## src/rtl/mul_pkg.sv

```systemverilog
package mul_pkg;

  typedef enum logic [2:0] {
    ST_IDLE  = 3'd0,
    ST_LOAD  = 3'd1,
    ST_TEST  = 3'd2,
    ST_SHIFT = 3'd3,
    ST_DONE  = 3'd4
  } mul_state_e;

  typedef struct packed {
    logic load;
    logic add;
    logic shift;
  } mul_ctl_t;

endpackage

```

## src/rtl/mul_full_adder.sv

```systemverilog
module mul_full_adder (
  input  logic x,
  input  logic y,
  input  logic cin,
  output logic s,
  output logic cout
);

  always_comb begin
    s    = x ^ y ^ cin;
    cout = (x & y) | (cin & (x ^ y));
  end

endmodule

```

## src/rtl/mul_ripple_adder.sv

```systemverilog
module mul_ripple_adder #(
  parameter int W = 8
) (
  input  logic [W-1:0] a,
  input  logic [W-1:0] b,
  input  logic         cin,
  output logic [W-1:0] sum,
  output logic         cout
);

  logic [W:0] carry;

  assign carry[0] = cin;

  for (genvar i = 0; i < W; i++) begin : g_bit
    mul_full_adder u_fa (
      .x    (a[i]),
      .y    (b[i]),
      .cin  (carry[i]),
      .s    (sum[i]),
      .cout (carry[i+1])
    );
  end

  assign cout = carry[W];

endmodule

```

## src/rtl/mul_datapath.sv

```systemverilog
module mul_datapath
  import mul_pkg::*;
#(
  parameter int OPW = 4,
  parameter int PW  = 2 * OPW
) (
  input  logic           clk,
  input  logic           rst_n,
  input  mul_ctl_t       ctl,
  input  logic [OPW-1:0] op_a,
  input  logic [OPW-1:0] op_b,
  output logic           mlr_lsb,
  output logic [PW-1:0]  acc
);

  localparam int EXT = PW - OPW;

  logic [PW-1:0]  mcd_q, mcd_d;
  logic [OPW-1:0] mlr_q, mlr_d;
  logic [PW-1:0]  acc_q, acc_d;
  logic [PW-1:0]  sum;
  logic           carry_out;
  logic           mcd_en, mlr_en, acc_en;

  mul_ripple_adder #(.W(PW)) u_add (
    .a    (acc_q),
    .b    (mcd_q),
    .cin  (1'b0),
    .sum  (sum),
    .cout (carry_out)
  );

  // next-state logic
  always_comb begin
    mcd_en = ctl.load | ctl.shift;
    mlr_en = ctl.load | ctl.shift;
    acc_en = ctl.load | ctl.add;
    if (ctl.load) begin
      mcd_d = {{EXT{1'b0}}, op_a};
      mlr_d = op_b;
      acc_d = '0;
    end else begin
      mcd_d = mcd_q << 1;
      mlr_d = mlr_q >> 1;
      acc_d = sum;
    end
  end

  // registers
  always_ff @(posedge clk or negedge rst_n) begin
    if (!rst_n) begin
      mcd_q <= '0;
      mlr_q <= '0;
      acc_q <= '0;
    end else begin
      if (mcd_en) mcd_q <= mcd_d;
      if (mlr_en) mlr_q <= mlr_d;
      if (acc_en) acc_q <= acc_d;
    end
  end

  assign mlr_lsb = mlr_q[0];
  assign acc     = acc_q;

  AST_ACC_CLEARED: assert property (@(posedge clk) disable iff (!rst_n)
    ctl.load |=> (acc_q == '0));

  AST_ACC_HOLD: assert property (@(posedge clk) disable iff (!rst_n)
    (!ctl.load && !ctl.add) |=> $stable(acc_q));

  AST_NO_OVERFLOW: assert property (@(posedge clk) disable iff (!rst_n)
    ctl.add |-> !carry_out);

endmodule

```

## src/rtl/mul_ctrl.sv

```systemverilog
module mul_ctrl
  import mul_pkg::*;
#(
  parameter int OPW = 4,
  parameter int CW  = (OPW > 1) ? $clog2(OPW) : 1
) (
  input  logic     clk,
  input  logic     rst_n,
  input  logic     start,
  input  logic     mlr_lsb,
  output mul_ctl_t ctl,
  output logic     done
);

  localparam logic [CW-1:0] LAST = CW'(OPW - 1);

  mul_state_e    state_q, state_d;
  logic [CW-1:0] step_q, step_d;
  logic          step_en;
  logic          busy;

  // next-state logic
  always_comb begin
    state_d = state_q;
    case (state_q)
      ST_IDLE:  if (start) state_d = ST_LOAD;
      ST_LOAD:  state_d = ST_TEST;
      ST_TEST:  state_d = ST_SHIFT;
      ST_SHIFT: state_d = (step_q == LAST) ? ST_DONE : ST_TEST;
      ST_DONE:  if (start) state_d = ST_LOAD;
      default:  state_d = ST_IDLE;
    endcase
  end

  always_comb begin
    step_en = (state_q == ST_LOAD) | (state_q == ST_SHIFT);
    step_d  = (state_q == ST_LOAD) ? '0 : step_q + 1'b1;
  end

  // registers
  always_ff @(posedge clk or negedge rst_n) begin
    if (!rst_n) begin
      state_q <= ST_IDLE;
      step_q  <= '0;
    end else begin
      state_q <= state_d;
      if (step_en) step_q <= step_d;
    end
  end

  // outputs
  always_comb begin
    ctl.load  = (state_q == ST_LOAD);
    ctl.add   = (state_q == ST_TEST) & mlr_lsb;
    ctl.shift = (state_q == ST_SHIFT);
    done      = (state_q == ST_DONE);
    busy      = (state_q == ST_LOAD) | (state_q == ST_TEST) | (state_q == ST_SHIFT);
  end

  AST_DONE_HELD: assert property (@(posedge clk) disable iff (!rst_n)
    (done && !start) |=> done);

  AST_BUSY_START_IGNORED: assert property (@(posedge clk) disable iff (!rst_n)
    (busy && start) |=> !ctl.load);

  AST_DONE_AFTER_LAST_STEP: assert property (@(posedge clk) disable iff (!rst_n)
    $rose(done) |-> ($past(step_q) == LAST));

  AST_START_DROPS_DONE: assert property (@(posedge clk) disable iff (!rst_n)
    (done && start) |=> !done);

endmodule

```

## src/rtl/shift_add_mul.sv

```systemverilog
module shift_add_mul #(
  parameter int OPW = 4,
  parameter int PW  = 2 * OPW
) (
  input  logic           clk,
  input  logic           rst_n,
  input  logic           start,
  input  logic [OPW-1:0] op_a,
  input  logic [OPW-1:0] op_b,
  output logic [PW-1:0]  product,
  output logic           done
);

  import mul_pkg::*;

  logic [1:0] rst_sync_q;
  logic       rst_i;
  mul_ctl_t   ctl;
  logic       mlr_lsb;

  // asynchronous assertion, synchronous release
  always_ff @(posedge clk or negedge rst_n) begin
    if (!rst_n) rst_sync_q <= 2'b00;
    else        rst_sync_q <= {rst_sync_q[0], 1'b1};
  end

  assign rst_i = rst_sync_q[1];

  mul_ctrl #(.OPW(OPW)) u_ctrl (
    .clk     (clk),
    .rst_n   (rst_i),
    .start   (start),
    .mlr_lsb (mlr_lsb),
    .ctl     (ctl),
    .done    (done)
  );

  mul_datapath #(.OPW(OPW), .PW(PW)) u_dp (
    .clk     (clk),
    .rst_n   (rst_i),
    .ctl     (ctl),
    .op_a    (op_a),
    .op_b    (op_b),
    .mlr_lsb (mlr_lsb),
    .acc     (product)
  );

  AST_RESET_CLEAN: assert property (@(posedge clk)
    !rst_i |=> (!done && product == '0));

endmodule

```

## config.mk

```make
export PLATFORM = sky130hd
export DESIGN_NAME = shift_add_mul
export DESIGN_NICKNAME = d
export VERILOG_FILES = /design/src/rtl/mul_pkg.sv /design/src/rtl/mul_full_adder.sv /design/src/rtl/mul_ripple_adder.sv /design/src/rtl/mul_datapath.sv /design/src/rtl/mul_ctrl.sv /design/src/rtl/shift_add_mul.sv
export SDC_FILE = /design/constraint.sdc
export NUM_CORES = 1
export LEC_CHECK = 0
export BUFFER_PORTS_ARGS = -buffer_cell sky130_fd_sc_hd__buf_4
export CORE_ASPECT_RATIO = 0.75
export CORE_MARGIN = 5
export CORE_UTILIZATION = 55
export CTS_CLUSTER_SIZE = 14
export DETAILED_ROUTE_END_ITERATION = 6
export PLACE_DENSITY = 0.77
export SKIP_CTS_REPAIR_TIMING = 1
export SLEW_MARGIN = 30
export SYNTH_ARGS = -nofsm -noshare
export SYNTH_HDL_FRONTEND = slang
export SYNTH_SLANG_ARGS = --single-unit
```

## constraint.sdc

```tcl
create_clock -name clk -period 1.91 [get_ports clk]
set_input_delay 0.191 -clock clk [delete_from_list [all_inputs] [get_ports clk]]
set_output_delay 0.191 -clock clk [all_outputs]
set_load 0.02 [all_outputs]
```

* Word level (Yosys, flattened, before mapping)
Cells that the tools add are included.
Storage, ports and cells: bits in registers 27, output and inout port bits 9, logic and storage cells 59, input port bits 11
Operators by class: muxes and demuxes 7, add/sub/neg operators 1, bitwise operators 37, reduce and logical (&&, ||, !) cells 2, equality and inequality tests 6
Operator list (number):
- 2-to-1 mux 8 bit | 2
- bitwise XOR 1 bit | 15
- bitwise AND 1 bit | 14
- one-hot mux 3 bit (4 select lines) | 1
- OR 1 bit | 8
- == test 3 x 2 -> 1 bit (second input constant) | 2
- 2-to-1 mux 3 bit | 2
- 2-to-1 mux 4 bit | 1
- == test 3 x 1 -> 1 bit (second input constant) | 1
- == test 3 bit (second input constant) | 1
- logical NOT 3 bit | 1
- adder 2 x 1 -> 2 bit (second input constant) | 1
- == test 2 bit (second input constant) | 1
- 2-to-1 mux 2 bit | 1
- != test 2 x 1 -> 1 bit (second input constant) | 1
- OR reduction 2 bit | 1

* Longest topological paths before layout
Gate-level depths: netlist of the first run.
word-level depth 15, mapped depth 13, mapped depth without buffers 13

* Modules after synthesis
From an unflattened synthesis of the first run, not the netlist that was laid out.
Unflattened totals: cells, all modules 110, area total of the unflattened synthesis 1330.0 um^2
By module, submodules not included:
- mul_datapath | area an instance 843.3 um^2, cells each 74, instances 1, sequential area each 500.5 um^2
- mul_ctrl | area an instance 272.8 um^2, cells each 25, instances 1, sequential area each 125.1 um^2
- mul_full_adder | area an instance 20.0 um^2, cells each 1, instances 8, sequential area each 0.0 um^2
- shift_add_mul | area an instance 53.8 um^2, cells each 3, instances 1, sequential area each 50.0 um^2

* Least setup slack after synthesis of the first run
Ideal clock, no wire load.
kind reg-to-reg, start reg u_dp.acc_q[0] (netlist: u_dp.acc[0]), end reg u_dp.acc_q[7] (netlist: u_dp.acc[7]), arrival 3.098 ns, path slack -1.283 ns, setup time 0.096 ns, clock period less this slack 3.193 ns, buffers on the path 0, stages on the path, launching flop included 14, required time 1.814 ns, cell sequence dfrtp_1 ha_1 inv_1 fa_1 inv_1 fa_1 fa_1 fa_1 inv_1 fa_1 fa_1 xnor2_1 and4_1 nor4_2
On the way: cells in the longest elaborated chain, start to end 15
Ends and longest elaborated chain:
- from (decl) | RTL line mul_datapath.sv:20 | logic [PW-1:0] acc_q, acc_d;
- from (signal assigned) | RTL line mul_datapath.sv:54 | acc_q <= '0;
- from (signal assigned) | RTL line mul_datapath.sv:58 | if (acc_en) acc_q <= acc_d;
- bitwise AND 1 bit (2 in series) | RTL line mul_full_adder.sv:11 | cout = (x & y) | (cin & (x ^ y));
- OR 1 bit | RTL line mul_full_adder.sv:11
- bitwise AND 1 bit | RTL line mul_full_adder.sv:11
- OR 1 bit | RTL line mul_full_adder.sv:11
- bitwise AND 1 bit | RTL line mul_full_adder.sv:11
- OR 1 bit | RTL line mul_full_adder.sv:11
- bitwise AND 1 bit | RTL line mul_full_adder.sv:11
- OR 1 bit | RTL line mul_full_adder.sv:11
- bitwise AND 1 bit | RTL line mul_full_adder.sv:11
- OR 1 bit | RTL line mul_full_adder.sv:11
- bitwise AND 1 bit | RTL line mul_full_adder.sv:11
- OR 1 bit | RTL line mul_full_adder.sv:11
- bitwise XOR 1 bit | RTL line mul_full_adder.sv:10 | s = x ^ y ^ cin;
- 2-to-1 mux 8 bit | RTL line mul_datapath.sv:38 | if (ctl.load) begin
No other way between the ends. A chain may end at the register's enable or synchronous reset.

* Worst setup path after layout of the first run
Same ends and word-level chain as after synthesis.

==> metrics.md, run 1 <==
| Metric | Value |
|---|---|
| Status | finished with violations |
| # rows | 16 |
| Minimum clock period | just under 3 ns |
| Critical Path RT | around 2.2 ns |
| Area after DPL | 0.00166 sq mm |
| Largest net degree at the start of global routing | 30 |
| Fill count | 224 |
| Lkg Pwr | about 0.84 nW |
| Clock Root Buffer | clkbuf_4 |
| Hold Path Class | input port to flop |
| Final Hold Vio Count | 0 |
| Number of global-route vias before repair | 976 |
| Critical Path Source Type | flop |
| Nets | 185 |
| Worst-case clock buffer depth | 2 |
| Max frequency | approximately 0.35 GHz |
| Synth Instances | roughly 140 |
| Synthesized area | 0.00145 sq mm |
| WL/cell | 13.1 um |
| # diodes | 0 |
| Core ar. | 0.00256 sq mm |
| Die ar. | 0.00377 sq mm |
| Crit Path Class | flop to flop |
| Drt pass-1 iters | 5 |
| MaxCap Viol Count | 0 |
| Max VDD drop | 0.884 mV |
| Final Cycle Share | 151% |
| Die span in x | slightly below 70 um |
| Initial antenna violation count | 0 |
| Post-detail-place hpwl | 1920 um |
| Final instance area | 0.00171 sq mm |
| Tot Pwr | 0.00238 W |
| CTS tree | built |
| Critical path arrival | 3.15 ns |
| CP endpoint kind | flop |
| CTS sink count | 27 |
| Failing checks | negative setup slack |
| Setup WS post-layout | -0.978 ns |
| Max Clock Skew | 0.00648 ns |
| Place WS | -0.972 ns |
| Starting Density | 56.5% |
| First-pass GRT wire length | 4490 um |
| Pwr Density | roughly 1400 mW/mm^2 |
| Latest clock arrival within the worst-skew pair | 0.33 ns |
| Routed Antenna Nets | 0 |
| Io pins | 20 |
| CTS buffer count | 3 |
| Final TNS setup | -3.40 ns |
| Area occupied by multi-input gates | 663 sq um |
| Grt total ovfl | 0 |
| Clock transition at path regs | 0.15 ns |
| GRT Total Usage | 15.5% |
| Post-Syn Area per Cell | 10.2 sq um |
| CP max FO | 2 |
| Layout cells sized above 1 | 32.1% |
| H-tree depth | 1 |
| Slew Limit Fails | 0 |
| Post-synth EDFFs | 0 |
| Vias per cell | 5.01 |
| Vias | 1007 |
| Routed WL | 2630 um |
| GPL Wtd Cong | 0.816 |
| Register area | 676 sq um |
| Synthesized net count | 161 |
| Synth cell types | 25 |
| Ys Warns | 0 |
| RSZ-0062 raised after global routing | true |
| Die span in y | between 50 and 60 um |
| Top_reg_cell synth | dfrtp_1 |
| Final setup viols | 5 |
| Area Growth Syn to Fin | 18.2% |
| Register area share after synthesis | 46.7% |
| Post-layout util | around 67% |
| DRC errors left | 0 |
| Port Buffers | 19 |
| FF+latch count, synth | 27 |
| FFs w/ async S/R, synth | 100% |
| Iteration-0 DRC count of the detailed router | 29 |
where the power goes:
group	total [W]	internal, W	switching, W
Combinational	0.00113	0.000543	0.000591
Clock	0.000256	0.0000788	0.000177
Sequential	0.000989	0.000769	0.000221
Total	0.00238	0.00139	0.000989
sequential cells by signal (all words and copies together) (netlist names):
| name | flops |
|---|---|
| rst_sync_q | 2 |
| u_dp.acc | 8 |
| u_ctrl.state_q | 3 |
| u_dp.mcd_q | 8 |
| u_dp.mlr_q | 4 |
| u_ctrl.step_q | 2 |
path summary, 6_finish.rpt:
check / to / start / slack [ns] / cells after the start
setup / recovery: u_dp.acc[7] / u_dp.acc[0] / -0.98 / 13
hold / removal: u_ctrl.state_q[2] / start / 0.05 / 2
setup reg to reg: u_dp.acc[7] / u_dp.acc[0] / -0.98 / 13
hold reg to reg: u_dp.acc[0] / rst_sync_q[1] / 0.23 / 1
max in group asynchronous: u_dp.mlr_q[1] / rst_sync_q[1] / 1.43 / 1
min in group asynchronous: rst_sync_q[1] / rst_n / 0.16 / 2
kinds of logic after synthesis:
logic type	Yosys count	share of synthesized area (%)
xor gates and xnor gates	1	0.605
adders and majority gates	8	10.0
other	1	0.259
and+or+nand+nor	40	13.6
DFF	27	46.7
AOI/OAI and AO/OA	32	14.3
buffers and inverters	26	9.77
muxes	7	4.84
through the flow:
| stage | hold WS [ns] | std cells |
|---|---|---|
| after detailed placement | -0.0237 | 195 |
| after CTS | -0.407 | 199 |
| after global routing | 0.0190 | 201 |
| final | 0.0484 | 201 |
| after floorplan | -0.105 | 142 |
| after global placement | -0.0262 | 195 |
critical path, cell delays in order (launching register included):
cell and delay [ns]:
dfrtp_1 0.39, ha_2 0.17, inv_2 0.03, fa_2 0.32, inv_2 0.06, fa_2 0.19
fa_2 0.21, fa_2 0.20, inv_2 0.04, fa_2 0.33, fa_2 0.36, xnor2_2 0.19
a21oi_2 0.08, nor4_2 0.23
cells in the final DEF (no fill, tap or decap), types with 2 or more instances in the layout:
cell / synthesis / routed
o22ai_1: 2 / 2
mux2i_1: 7 / 7
a22o_1: 11 / 11
inv_1: 11 / 8
nand2_1: 25 / 25
dfrtp_1: 27 / 27
o21ai_1: 16 / 15
nand2b_1: 4 / 4
inv_2: 0 / 3
clkbuf_4: 0 / 3
buf_4: 10 / 33
fa_2: 0 / 6
nor2_1: 4 / 4
layout make-up:
class | count | area share, %
Multi-Input combinational cell | 89 | 38.8
Clock buffer | 3 | 1.32
Tap cell | 36 | 2.63
Timing Repair Buffer | 34 | 15.1
Sequential cell | 27 | 39.5
Inverter | 11 | 2.41
Clock inverter | 1 | 0.293
synthesized netlist by cell type (all sizes together) (2+ instances only):
library cell	n	area (sq um)
nand2	25	93.8
nand2b	4	25.0
fa	6	120
ha	2	25.0
a22o	11	96.3
nor2	4	15.0
mux2i	7	70.1
o21ai	17	85.1
inv	11	41.3
dfrtp	27	676
buf	15	100
o22ai	2	12.5
routing by layer:
layer | vias up | track usage, % | share of wire (%)
met5 | - | 0 | 0
met4 | 0 | 3.25 | 0.46
met3 | 2 | 4.95 | 5.5
met2 | 20 | 26.4 | 45
met1 | 474 | 19.9 | 49
li1 | 511 | - | -
Power figures use the tool's default switching activity.
==> inputs of run 2 (changes only) <==
ABC_AREA = 1   (was unset)
PLACE_DENSITY = unset   (was 0.77)
PLACE_DENSITY_LB_ADDON = 0.2   (was unset)
==> run 2 against run 1 <==
  * The run still ends with negative setup slack left
  * Non-clock buffer count fell by 5
  * Combinational power barely moved
  * Fmax rose by 3.8%
  * Hold slack got worse by 0.011 ns
  * Critical path type unchanged
  * Highest routed layer unchanged
==> metrics.md, run 2 <==
| Metric | Value |
|---|---|
| Commonest cells post-synth | nand2_1, dfrtp_1, inv_1 (was dfrtp_1, nand2_1, o21ai_1) |
| Critical Path Sink | u_dp.acc[6] (was u_dp.acc[7]) |
| Critical Path RT | 2.20 ns (was 2.17 ns) |
| Synth Instances | 152 (was 142) |
| Drt pass-1 iters | 4 (was 5) |
| Net Sw Frac | 43.7% (was 41.5%) |
| Iteration-0 DRC count of the detailed router | 43 (was 29) |
| Status | finished with violations (unchanged) |
| Die ar. | 0.00370 sq mm (was 0.00377 sq mm) |
| Place WS | -0.855 ns (was -0.972 ns) |
| Met1 Use GR | 19.6% (was 19.9%) |
| # rows | 15 (was 16) |
| DRC errors left | 0 (unchanged) |
| Die span in x | 68.5 um (was 69.2 um) |
| Fill count | 192 (was 224) |
| GRT Total Usage | 17.6% (was 15.5%) |
| CP endpoint kind | flop (unchanged) |
| Slew Limit Fails | 0 (unchanged) |
| Top_reg_cell synth | dfrtp_1 (unchanged) |
| Clock Root Buffer | clkbuf_4 (unchanged) |
| Clock transition at path regs | 0.14 ns (was 0.15 ns) |
| Area Growth Syn to Fin | 17.1% (was 18.2%) |
| Routing usage on met2 | 31.9% (was 26.4%) |
| Crit Path Class | flop to flop (unchanged) |
| Routed WL | 2620 um (was 2630 um) |
| First-pass GRT wire length | 4560 um (was 4490 um) |
| Clk pwr share | 10.9% (was 10.7%) |
| Largest net degree at the start of global routing | 26 (was 30) |
| Die span in y | 53.9 um (was 54.4 um) |
| Max frequency | 0.359 GHz (was 0.346 GHz) |
| CP max FO | 2 (unchanged) |
| Most frequent cells in the layout | nand2_1, buf_4, dfrtp_1 (was buf_4, dfrtp_1, nand2_1) |
| H-tree depth | 1 (unchanged) |
| Critical Path Source Type | flop (unchanged) |
| GPL Wtd Cong | 0.765 (was 0.816) |
| Post-synth EDFFs | 0 (unchanged) |
| Seq pwr share | 41.1% (was 41.6%) |
| Max Clock Skew | 0.00272 ns (was 0.00648 ns) |
| Routed Antenna Nets | 0 (unchanged) |
| Grt total ovfl | 0 (unchanged) |
| Initial antenna violation count | 0 (unchanged) |
| Yosys top cell by area | dfrtp_1 (unchanged) |
| Failing checks | negative setup slack (unchanged) |
| Setup WS post-layout | -0.872 ns (was -0.978 ns) |
| Fin Hold WS | 0.0369 ns (was 0.0484 ns) |
| # diodes | 0 (unchanged) |
| Final Hold Vio Count | 0 (unchanged) |
| CTS sink count | 27 (unchanged) |
| FF-to-FF End | u_dp.acc[6] (was u_dp.acc[7]) |
| Met3 Usage GRT | 5.22% (was 4.95%) |
| P_sw | 0.00101 W (was 0.000989 W) |
| FFs w/ async S/R, synth | 100% (unchanged) |
| Vias | 1014 (was 1007) |
| Register area | 676 sq um (unchanged) |
| Area occupied by multi-input gates | 589 sq um (was 663 sq um) |
| Reg2Reg Depth | 13 (unchanged) |
| Synthesized net count | 171 (was 161) |
| Commonest non-fill, non-tap cell in the layout | nand2_1 (was buf_4) |
| RSZ-0062 raised after global routing | true (unchanged) |
| Combinational share of power | 48.0% (was 47.7%) |
| RR Startpoint | u_dp.acc[0] (unchanged) |
| Lkg Pwr | 0.852 nW (was 0.843 nW) |
| Global route hottest layer | met2 (unchanged) |
| Crit path launch | u_dp.acc[0] (unchanged) |
| CTS buffer count | 3 (unchanged) |
| Number of global-route vias before repair | 1031 (was 976) |
| MaxCap Viol Count | 0 (unchanged) |
| Int Pwr | 0.00129 W (was 0.00139 W) |
| Io pins | 20 (unchanged) |
| R2R Setup Slk | -0.87 ns (was -0.98 ns) |
| FF+latch count, synth | 27 (unchanged) |
| Final setup viols | 4 (was 5) |
| Synth cell types | 21 (was 25) |
| Minimum clock period | 2.78 ns (was 2.89 ns) |
| Ys Warns | 0 (unchanged) |
| CTS tree | built (unchanged) |
| Port Buffers | 19 (unchanged) |
| Latest clock arrival within the worst-skew pair | 0.33 ns (about the same) |
| Vias per cell | 4.83 (was 5.01) |
| Pwr Density | 1390 mW/mm^2 (about the same) |
| Post-detail-place hpwl | 2020 um (was 1920 um) |
| Core ar. | 0.00238 sq mm (was 0.00256 sq mm) |
| Starting Density | 59.3% (was 56.5%) |
| Post-Syn Area per Cell | 9.30 sq um (was 10.2 sq um) |
| Dominant cells by area after synthesis | dfrtp_1, nand2_1, fa_1 (was dfrtp_1, fa_1, a22o_1) |
| Hold Path Class | input port to flop (unchanged) |
| Critical path arrival | 3.07 ns (was 3.15 ns) |
| Layout cells sized above 1 | 32.4% (was 32.1%) |
| Most frequent cell after synthesis | nand2_1 (was dfrtp_1) |
| Synthesized area | 0.00141 sq mm (was 0.00145 sq mm) |
| Final TNS setup | -2.60 ns (was -3.40 ns) |
| Max VDD drop | 0.778 mV (was 0.884 mV) |
| Nets | 196 (was 185) |
| Worst-case clock buffer depth | 2 (unchanged) |
| Yosys top cell area share | 47.8% (was 46.7%) |
| Register area share after synthesis | 47.8% (was 46.7%) |
| Final Cycle Share | 146% (was 151%) |
| WL/cell | 12.5 um (was 13.1 um) |
==> run 2: cell types whose count changed after synthesis, sizes merged, moves of 2 or more <==
cell and delta:
mux2i -7, o211ai +3, o22ai +2, o21ai -14
a22o -11, nand2 +20, inv +15, nand2b -4
buf -6, nand3 +21
==> run 2: area by class of cell <==
type / instances / area share, %
clock buffers: 3 / 1.36
inverters: 26 / 6.05
multi-input cells: 90 / 35.6
well taps: 34 / 2.57
repair buffers: 29 / 13.3
clock inverters: 1 / 0.302
flip-flops and latches: 27 / 40.8
==> run 2: power by group through the flow <==
stage	logic, W	clock network (W)	registers [W]
2_1_floorplan	0.000853	0	0.000913
3_3_place_gp	0.00104	0	0.000951
3_5_place_dp	0.00110	0	0.000960
4_1_cts	0.00111	0.000263	0.000946
5_1_grt	0.00125	0.000286	0.000967
6_report	0.00110	0.000252	0.000945
==> run 2: logic make-up (layout without fill, tap and decap cells) <==
group	count (synthesis)	count (layout)	share of synthesized area (%)
AND/OR/NAND/NOR	71	71	25.1
flip-flops	27	27	47.8
AO/OA/AOI/OAI	10	10	4.42
other	1	1	0.265
adder cells (fa/ha/maj)	8	8	10.3
buffers and inverters	35	59	12.1
==> run 2: worst min-delay path by stage <==
stage	start	endpoint	slack, ns	cells after the start
after detailed placement	rst_n	rst_sync_q[0]	-0.02	1
after global placement	rst_n	rst_sync_q[0]	-0.03	1
after global routing	op_b[3]	u_dp.mlr_q[3]	0.03	3
after floorplan	rst_n	rst_sync_q[0]	-0.10	0
final	op_b[3]	u_dp.mlr_q[3]	0.04	3
after CTS	rst_n	rst_sync_q[0]	-0.41	1
==> run 2: layer usage <==
metal | vias up | routed length, um
li1 | 512 | -
met5 | - | 0
met4 | 0 | 31
met1 | 479 | 1110
met3 | 5 | 128
met2 | 18 | 1350
==> run 2: worst max-delay path: stages (launching register included) <==
cell and delay (ns):
dfrtp_1 0.42, ha_2 0.19, inv_2 0.05, fa_2 0.19, inv_2 0.04, fa_2 0.33, fa_2 0.35, fa_2 0.34
inv_2 0.06, fa_2 0.18, fa_2 0.43, inv_2 0.05, nand2_1 0.05, nand2_1 0.06
==> run 2: metrics by stage <==
step | instances | total power [W] | util, % | instance area (sq um)
after floorplan | 152 | 0.00177 | - | 1430
after global placement | 205 | 0.00199 | 67.7 | 1610
after detailed placement | 205 | 0.00206 | 67.7 | 1610
after CTS | 209 | 0.00231 | 68.8 | 1640
after global routing | 210 | 0.00251 | 69.4 | 1660
final | 210 | 0.00230 | 69.4 | 1660
